==> config.mk <==
export PLATFORM = sky130hd
export DESIGN_NAME = rtc_sec_core
export DESIGN_NICKNAME = d
export VERILOG_FILES = /design/src/rtl/rtc_sec_core.sv
export SDC_FILE = /design/constraint.sdc
export NUM_CORES = 1
export LEC_CHECK = 0
export CORE_UTILIZATION = 48
export DETAILED_ROUTE_END_ITERATION = 8
export PLACE_DENSITY = 0.77
export REMOVE_ABC_BUFFERS = 1
export SLEW_MARGIN = 0
export SYNTH_ARGS = -nofsm -noshare
export SYNTH_HDL_FRONTEND = slang
export SYNTH_SLANG_ARGS = --single-unit
==> constraint.sdc <==
create_clock -name clk -period 3.5 [get_ports clk]
set_clock_uncertainty 0.2 [all_clocks]
set_input_delay 0.525 -clock clk [delete_from_list [all_inputs] [get_ports clk]]
set_output_delay 0.525 -clock clk [all_outputs]
set_load 0.05 [all_outputs]
==> src/rtl/rtc_sec_core.sv <==
module rtc_sec_core #(
  parameter int DATA_W = 32,
  parameter int ADDR_W = 5,
  parameter int RUN_BIT = 26
) (
  input  logic              clk,
  input  logic              rst_n,
  input  logic              tick_1hz,
  input  logic              req_valid,
  input  logic              req_write,
  input  logic [ADDR_W-1:0] req_addr,
  input  logic [DATA_W-1:0] req_wdata,
  output logic [DATA_W-1:0] rd_data,
  output logic              irq
);
  localparam logic [ADDR_W-1:0] A_CNT  = ADDR_W'(5'h00);
  localparam logic [ADDR_W-1:0] A_MTCH = ADDR_W'(5'h04);
  localparam logic [ADDR_W-1:0] A_LOAD = ADDR_W'(5'h08);
  localparam logic [ADDR_W-1:0] A_CTRL = ADDR_W'(5'h0C);
  localparam logic [ADDR_W-1:0] A_MASK = ADDR_W'(5'h10);
  localparam logic [ADDR_W-1:0] A_RAW  = ADDR_W'(5'h14);
  localparam logic [ADDR_W-1:0] A_MSK  = ADDR_W'(5'h18);
  localparam logic [ADDR_W-1:0] A_CLR  = ADDR_W'(5'h1C);

  logic [DATA_W-1:0] count, match;
  logic run, mask, raw;

  wire wr   = req_valid & req_write;
  wire ld   = wr && (req_addr == A_LOAD);
  wire step = tick_1hz & run & ~ld;
  wire hit  = step && ((count + 1'b1) == match);
  wire clr  = wr && (req_addr == A_CLR) && req_wdata[0];

  always_ff @(posedge clk) begin
    if (!rst_n) begin
      count <= '0;
      match <= '0;
      run   <= 1'b0;
      mask  <= 1'b0;
      raw   <= 1'b0;
    end else begin
      if (ld) count <= req_wdata;
      else if (step) count <= count + 1'b1;
      if (wr && req_addr == A_MTCH) match <= req_wdata;
      if (wr && req_addr == A_CTRL) run <= req_wdata[RUN_BIT];
      if (wr && req_addr == A_MASK) mask <= req_wdata[0];
      if (hit) raw <= 1'b1;
      else if (clr) raw <= 1'b0;
    end
  end

  assign irq = raw & mask;

  always_comb begin
    rd_data = '0;
    case (req_addr)
      A_CNT:  rd_data = count;
      A_MTCH: rd_data = match;
      A_CTRL: rd_data[RUN_BIT] = run;
      A_MASK: rd_data[0] = mask;
      A_RAW:  rd_data[0] = raw;
      A_MSK:  rd_data[0] = raw & mask;
      default: rd_data = '0;
    endcase
  end


  advance_chk: assert property (@(posedge clk) disable iff (!rst_n)
    (tick_1hz && run && !ld) |=> count == $past(count) + 1'b1);

  hold_chk: assert property (@(posedge clk) disable iff (!rst_n)
    (!run && !ld) |=> $stable(count));

  load_chk: assert property (@(posedge clk) disable iff (!rst_n)
    ld |=> count == $past(req_wdata));

  sticky_chk: assert property (@(posedge clk) disable iff (!rst_n)
    (raw && !clr) |=> raw);

  setwins_chk: assert property (@(posedge clk) disable iff (!rst_n)
    hit |=> raw);

  clear_chk: assert property (@(posedge clk) disable iff (!rst_n)
    (clr && !hit) |=> !raw);
endmodule

==> results of run 1 <==
## power breakdown
part | internal [mW] | switching (mW)
clock | 0.345 | 0.308
combinational | 0.0590 | 0.0514
sequential | 0.766 | 0.00789
## logic make-up after synthesis
logic type | Yosys count | synth area share, %
and+or+nand+nor | 243 | 27.1
AOI/OAI and AO/OA | 131 | 20.8
xor gates and xnor gates | 74 | 14.6
DFF | 67 | 30.2
buffers and inverters | 65 | 5.86
muxes | 5 | 1.13
adders and majority gates | 1 | 0.282
## worst min path at each step
stage                                 from                endpoint  slack [ps]  depth (start not counted)
floorplan           match[26]$_SDFFE_PN0P_  match[26]$_SDFFE_PN0P_         260                          2
global placement    match[30]$_SDFFE_PN0P_  match[30]$_SDFFE_PN0P_         270                          2
detailed placement   match[8]$_SDFFE_PN0P_   match[8]$_SDFFE_PN0P_         280                          2
CTS                  match[8]$_SDFFE_PN0P_   match[8]$_SDFFE_PN0P_         290                          2
global route        match[18]$_SDFFE_PN0P_  match[18]$_SDFFE_PN0P_         310                          2
finish               match[3]$_SDFFE_PN0P_   match[3]$_SDFFE_PN0P_         280                          2
## layout by cell type (no fill, tap or decap), drive strengths merged, types with 2 or more instances in the layout
cell type	n
a31oi	5
inv	5
o21ai	12
or3	8
or4	5
o211ai	2
nor2b	2
clkinv	4
and3	2
a22o	30
or2	4
a21oi	39
nand2	89
o21a	2
nand2b	2
a211oi	33
dfxtp	67
mux2i	5
nor4	11
a2111oi	2
and2	5
nor2	52
clkbuf	11
buf	44
o31ai	3
nor3	18
nand4	21
o221ai	2
nand3	15
and4	6
xor2	29
xnor2	45
clkdlybuf4s50	43
## registers in the layout, indices dropped and copies added (netlist names)
| register | cells |
|---|---|
| mask | 1 |
| count | 32 |
| raw | 1 |
| match | 32 |
| run | 1 |
## stage by stage
stage | TNS [ps] | utilization (%)
2_1_floorplan | -10980 | -
3_3_place_gp | 0 | 62.4
3_5_place_dp | 0 | 62.4
4_1_cts | 0 | 64.6
5_1_grt | 0 | 64.6
6_report | 0 | 64.6
## routing by layer
| layer | part of all wire [%] | wire [um] |
|---|---|---|
| met5 | 0 | 0 |
| met4 | 1.6 | 191 |
| met3 | 5.9 | 723 |
| met2 | 49 | 6040 |
| met1 | 43 | 5340 |
## worst max-delay path: cells and delay by family
family	cells	cell delay, ps
buffers and inverters	2	1260
AND/OR/NAND/NOR	2	590
## cell type report
type,instances,area (um2),share of cell area [%]
repair buffers,87,1170,20.5
multi-input cells,454,2850,49.8
clock buffers,11,141,2.48
well taps,108,135,2.37
flip-flops and latches,67,1340,23.5
inverters,6,22.5,0.394
clock inverters,5,52.6,0.920
==> summary.txt, run 1 <==
Synth
  • Top-count cell post-synth: nand2_1
  • Post-synth top area share: between 30% and 40%
  • Sequential fraction of the synthesis area: a little under a third
  • Post-synth EDFFs: 0
  • Mapped cell area: 4440 um2
  • Ys Warns: 0
  • Dominant cell type by area after synthesis: dfxtp_1
  • Netlist cell types: 49
  • Area contributors post-synth: dfxtp_1 (30%), xnor2_1 (8.9%), nand2_1 (7.5%)
  • Mapped Cells: 586
  • Post-synth top cells: nand2_1 (89), dfxtp_1 (67), nor2_1 (52)
  • Asr flop ratio synth: 0%
  • Mean Syn Cell Area: about 7.6 um2
  • Top_reg_cell synth: dfxtp_1
  • Yosys reg bits: 67

Critical path
  • Reg-to-reg startpoint: count[5]$_SDFFE_PN0P_
  • Critical path origin: req_addr[1]
  • Reg2Reg Setup Slack: roughly 530 ps
  • Slowest-stage cell, CP: clkdlybuf4s50_1
  • CP Launch Type: input port
  • CP Cell Sequence: clkdlybuf4s50_1 > or3_1 > nor2_1 > clkdlybuf4s50_1
  • Crit path max fanout: 4
  • Cell mode on critical path: clkdlybuf4s50_1
  • R2R cell count: 7
  • Setup crit end: rd_data[26]
  • Endpoint type of the worst setup path: output pin
  • Crit Path Category: in -> out
  • Critical R2R Capture: raw$_SDFFE_PN0P_
  • Req. time, crit path: approximately 2800 ps
  • Largest stage delay on the critical path: 800 ps
  • Arr. time, crit path: ~2400 ps

Place
  • Routability cong.: ~0.9
  • Placed cell areas: 5520 um2
  • Inst Count DP: 722
  • DP Worst Slack: roughly 400 ps
  • HPWL after detailed placement: about 8400 um
  • Port bufs: 74

Finish
  • Fin area: about 5700 um2
  • Diodes inserted: 0
  • Area Overhead vs Synth: 28.7%
  • Layout cells sized above 1: a little under an eighth
  • Filler instances: 767
  • Final net count: 668
  • Final Instance Count excl. Fillers: 738

Clock tree
  • Clock sink count: between 60 and 70
  • TritonCTS Buffers: 9
  • Clk slew on worst S/H paths: ~70 ps
  • Worst skew pair latency: between 300 and 400 ps
  • Htree depth: 3
  • CTS tree: done
  • Root Driver: clkbuf_8
  • Resize count post-CTS: 0
  • Setup repair bufs after CTS: 0
  • Hold buffers post-CTS: 0
  • CTS max path bufs: 2

Worst hold path
  • Hold crit path type: reg -> reg

Timing
  • Fmax: 323 MHz
  • Worst-Margin Slew: ~640 ps
  • Count of pins over their slew limit: 0
  • Final WS setup: slightly above 400 ps
  • Rel. slew slack: a little under three fifths
  • Final Cycle Share: between 80% and 90%
  • Period minus WS final: just over 3000 ps
  • Min Hold Slack: between 200 and 300 ps
  • RSZ-0062 raised after global routing: false
  • Final setup viols: 0
  • Hold Vio Cnt, Final: 0

Global routing
  • Grt ovf: 0
  • Largest net degree at the start of global routing: 64
  • Vias in the first global route: ~4100
  • Antenna violations before repair: 0
  • Global Route met3 Usage: 4.29%
  • M2 GR Usage: a little under half
  • First-pass GRT wire length: 20600 um
  • Grt peak-use layer: met2
  • Tot GR Track Use: 26.5%
  • Met1 Resource Use GR: 33.4%

Pwr
  • Static leakage: between 1.5 and 2 nW
  • VDD IR max: about 0.00016 V
  • Pwr/cell area: roughly 270 nW/um2
  • Total power: 1.54 mW

Detailed routing
  • Drt via density: 5.97
  • Initial drt markers: 299
  • Final antenna-violating net count: 0
  • DRC: 3
  • Detailed Routing Iterations Pass 1: 9
  • Via count: ~4400
  • Final WL: about 12000 um
  • Post-DR wirelength/cell: between 15 and 20 um

Die
  • Die Y: approximately 100 um
  • Num rows: 34
  • Core area: slightly below 9000 um2
  • Die width: between 90 and 100 um
  • I/O Pins: 75
  • Die area: ~9600 um2
  • Initial Utilization: between 50% and 60%

Job
  • Max cap viols: 0

Status
  • Failing checks: DRC
  • Outcome: complete, but fails checks
(Power assumes the default switching activity.)
==> run 2, diff against run 1 <==
--- a/config.mk
+++ b/config.mk
@@ -5,9 +5,9 @@
 export SDC_FILE = /design/constraint.sdc
 export NUM_CORES = 1
 export LEC_CHECK = 0
-export CORE_UTILIZATION = 48
+export CORE_UTILIZATION = 30
 export DETAILED_ROUTE_END_ITERATION = 8
-export PLACE_DENSITY = 0.77
+export PLACE_DENSITY = 0.54
 export REMOVE_ABC_BUFFERS = 1
 export SLEW_MARGIN = 0
 export SYNTH_ARGS = -nofsm -noshare
==> summary.txt, run 2 (same netlist as run 1, synthesis figures left out) <==
Global routing
  • First-pass GRT wire length: 22000 um
  • Tot GR Track Use: 18.7%
  • Vias in the first global route: about 4200
  • Largest net degree at the start of global routing: between 60 and 70
  • Grt ovf: 0
  • Antenna violations before repair: 0

Job
  • Max cap viols: 0

Critical path
  • Arr. time, crit path: ~2400 ps
  • Req. time, crit path: approximately 2800 ps
  • Slowest-stage cell, CP: clkdlybuf4s50_1
  • CP Launch Type: input port
  • Bufs and invs on worst path: 3
  • Crit path max fanout: 16
  • Endpoint type of the worst setup path: output pin
  • Crit Path Category: in -> out
  • CP Cell Sequence: clkdlybuf4s50_1 > or3_1 > nor3_2 > buf_4 > a22o_1 > buf_12
  • Kind of cell adding the most delay to the critical path: buffers and inverters
  • Largest stage delay on the critical path: roughly 460 ps

Clock tree
  • Clk slew on worst S/H paths: 50 ps
  • TritonCTS Buffers: 9
  • Clock sink count: between 60 and 70
  • Setup repair bufs after CTS: 0
  • Resize count post-CTS: 0
  • CTS tree: done
  • Worst skew pair latency: around 340 ps
  • CTS max path bufs: 2
  • Hold buffers post-CTS: 0
  • Htree depth: 3
  • Root Driver: clkbuf_16

Finish
  • Top Registers: count x32, match x32
  • Final net count: 671
  • Commonest non-fill, non-tap cell in the layout: nand2_1
  • Area Overhead vs Synth: 33.8%
  • FF+latch area: ~1300 um2
  • Layout Utilization: about two fifths
  • Layout cells sized above 1: between 10% and 20%
  • Fin area: between 5000 and 6000 um2
  • Filler instances: 1472
  • Multi-input gate area: between 2000 and 3000 um2
  • Final Instance Count excl. Fillers: roughly 820
  • Diodes inserted: 0
  • Commonest non-fill, non-tap cells in the layout: nand2_1 (89), dfxtp_1 (67), nor2_1 (51)

Detailed routing
  • Final WL: about 13000 um
  • Via count: roughly 4300
  • Final antenna-violating net count: 0
  • Detailed Routing Iterations Pass 1: 6
  • Initial drt markers: approximately 350
  • Drt via density: about 5.2
  • DRC: 1
  • Post-DR wirelength/cell: roughly 16 um

Worst hold path
  • Hold crit path type: reg -> reg

Pwr
  • VDD IR max: ~0.00019 V
  • Total power: ~1.8 mW
  • Static leakage: a little under 2 nW
  • Pwr/cell area: just over 300 nW/um2

Die
  • Num rows: 44
  • Die area: around 15000 um2
  • Core area: 14500 um2
  • Die Y: 124 um
  • Die width: 124 um
  • Initial Utilization: a little under a third
  • I/O Pins: 75

Status
  • Outcome: complete, but fails checks
  • Failing checks: DRC

Place
  • Inst Count DP: 801
  • Port bufs: 74
  • Routability cong.: just under 0.9
  • HPWL after detailed placement: around 9500 um
  • DP Worst Slack: a little over 400 ps
  • Placed cell areas: roughly 5600 um2

Timing
  • Final Cycle Share: 88.4%
  • Fmax: 323 MHz
  • Rel. slew slack: a little under three fifths
  • Count of pins over their slew limit: 0
  • Final setup viols: 0
  • Period minus WS final: about 3100 ps
  • Hold Vio Cnt, Final: 0
  • RSZ-0062 raised after global routing: false
  • Worst-Margin Slew: just under 700 ps
  • Final WS setup: 404 ps
[run 2: cell types whose count changed in the layout (fill, tap and decap cells not counted), sizes merged]
cell,change
clkbuf,+1
clkinvlp,-1
clkinv,-1
clkdlybuf4s50,-1
inv,+1
buf,+4
[run 2: worst paths after layout]
kind | start | slack (ps) | endpoint | cells after the start
worst min-delay path | match[6]$_SDFFE_PN0P_ | 280 | match[6]$_SDFFE_PN0P_ | 2
worst min register to register | match[6]$_SDFFE_PN0P_ | 280 | match[6]$_SDFFE_PN0P_ | 2
worst max register to register | count[5]$_SDFFE_PN0P_ | 430 | raw$_SDFFE_PN0P_ | 7
worst max-delay path | req_addr[1] | 400 | rd_data[23] | 6
[run 2: per-layer routing]
metal  GRT usage (%)  vias up  routed length (um)
li1                -     2156                   -
met1            25.1     2019                6330
met2            30.8       91                6340
met3            2.98       14                 572
met4            5.42        0                 160
met5               0        -                   0
[run 2: where the power goes]
group | leakage (nW) | internal [mW] | switching, mW
Clock | 0.153 | 0.589 | 0.340
Sequential | 0.540 | 0.767 | 0.00748
Combinational | 1.29 | 0.0592 | 0.0520
Total | 1.98 | 1.42 | 0.400
[run 2: worst register-to-register path: stages (launching register included)]
cell and delay [ps]:
dfxtp_1 550, nand3_2 230, or4_1 760, xnor2_1 240, a2111oi_0 410, and4_1 300, nand4_1 150, o21ai_2 160
[run 2: through the flow]
step           setup TNS (ps)  hold slack (ps)
2_1_floorplan          -10980              259
3_3_place_gp                0              269
3_5_place_dp                0              276
4_1_cts                     0              283
5_1_grt                     0              300
6_report                    0              282
[run 2: layout make-up]
| class | instances | area share [%] |
|---|---|---|
| well taps | 184 | 3.88 |
| clock inverters | 4 | 0.822 |
| multi-input cells | 454 | 47.9 |
| inverters | 6 | 0.379 |
| flip-flops and latches | 67 | 22.6 |
| repair buffers | 90 | 20.1 |
| clock buffers | 12 | 4.32 |
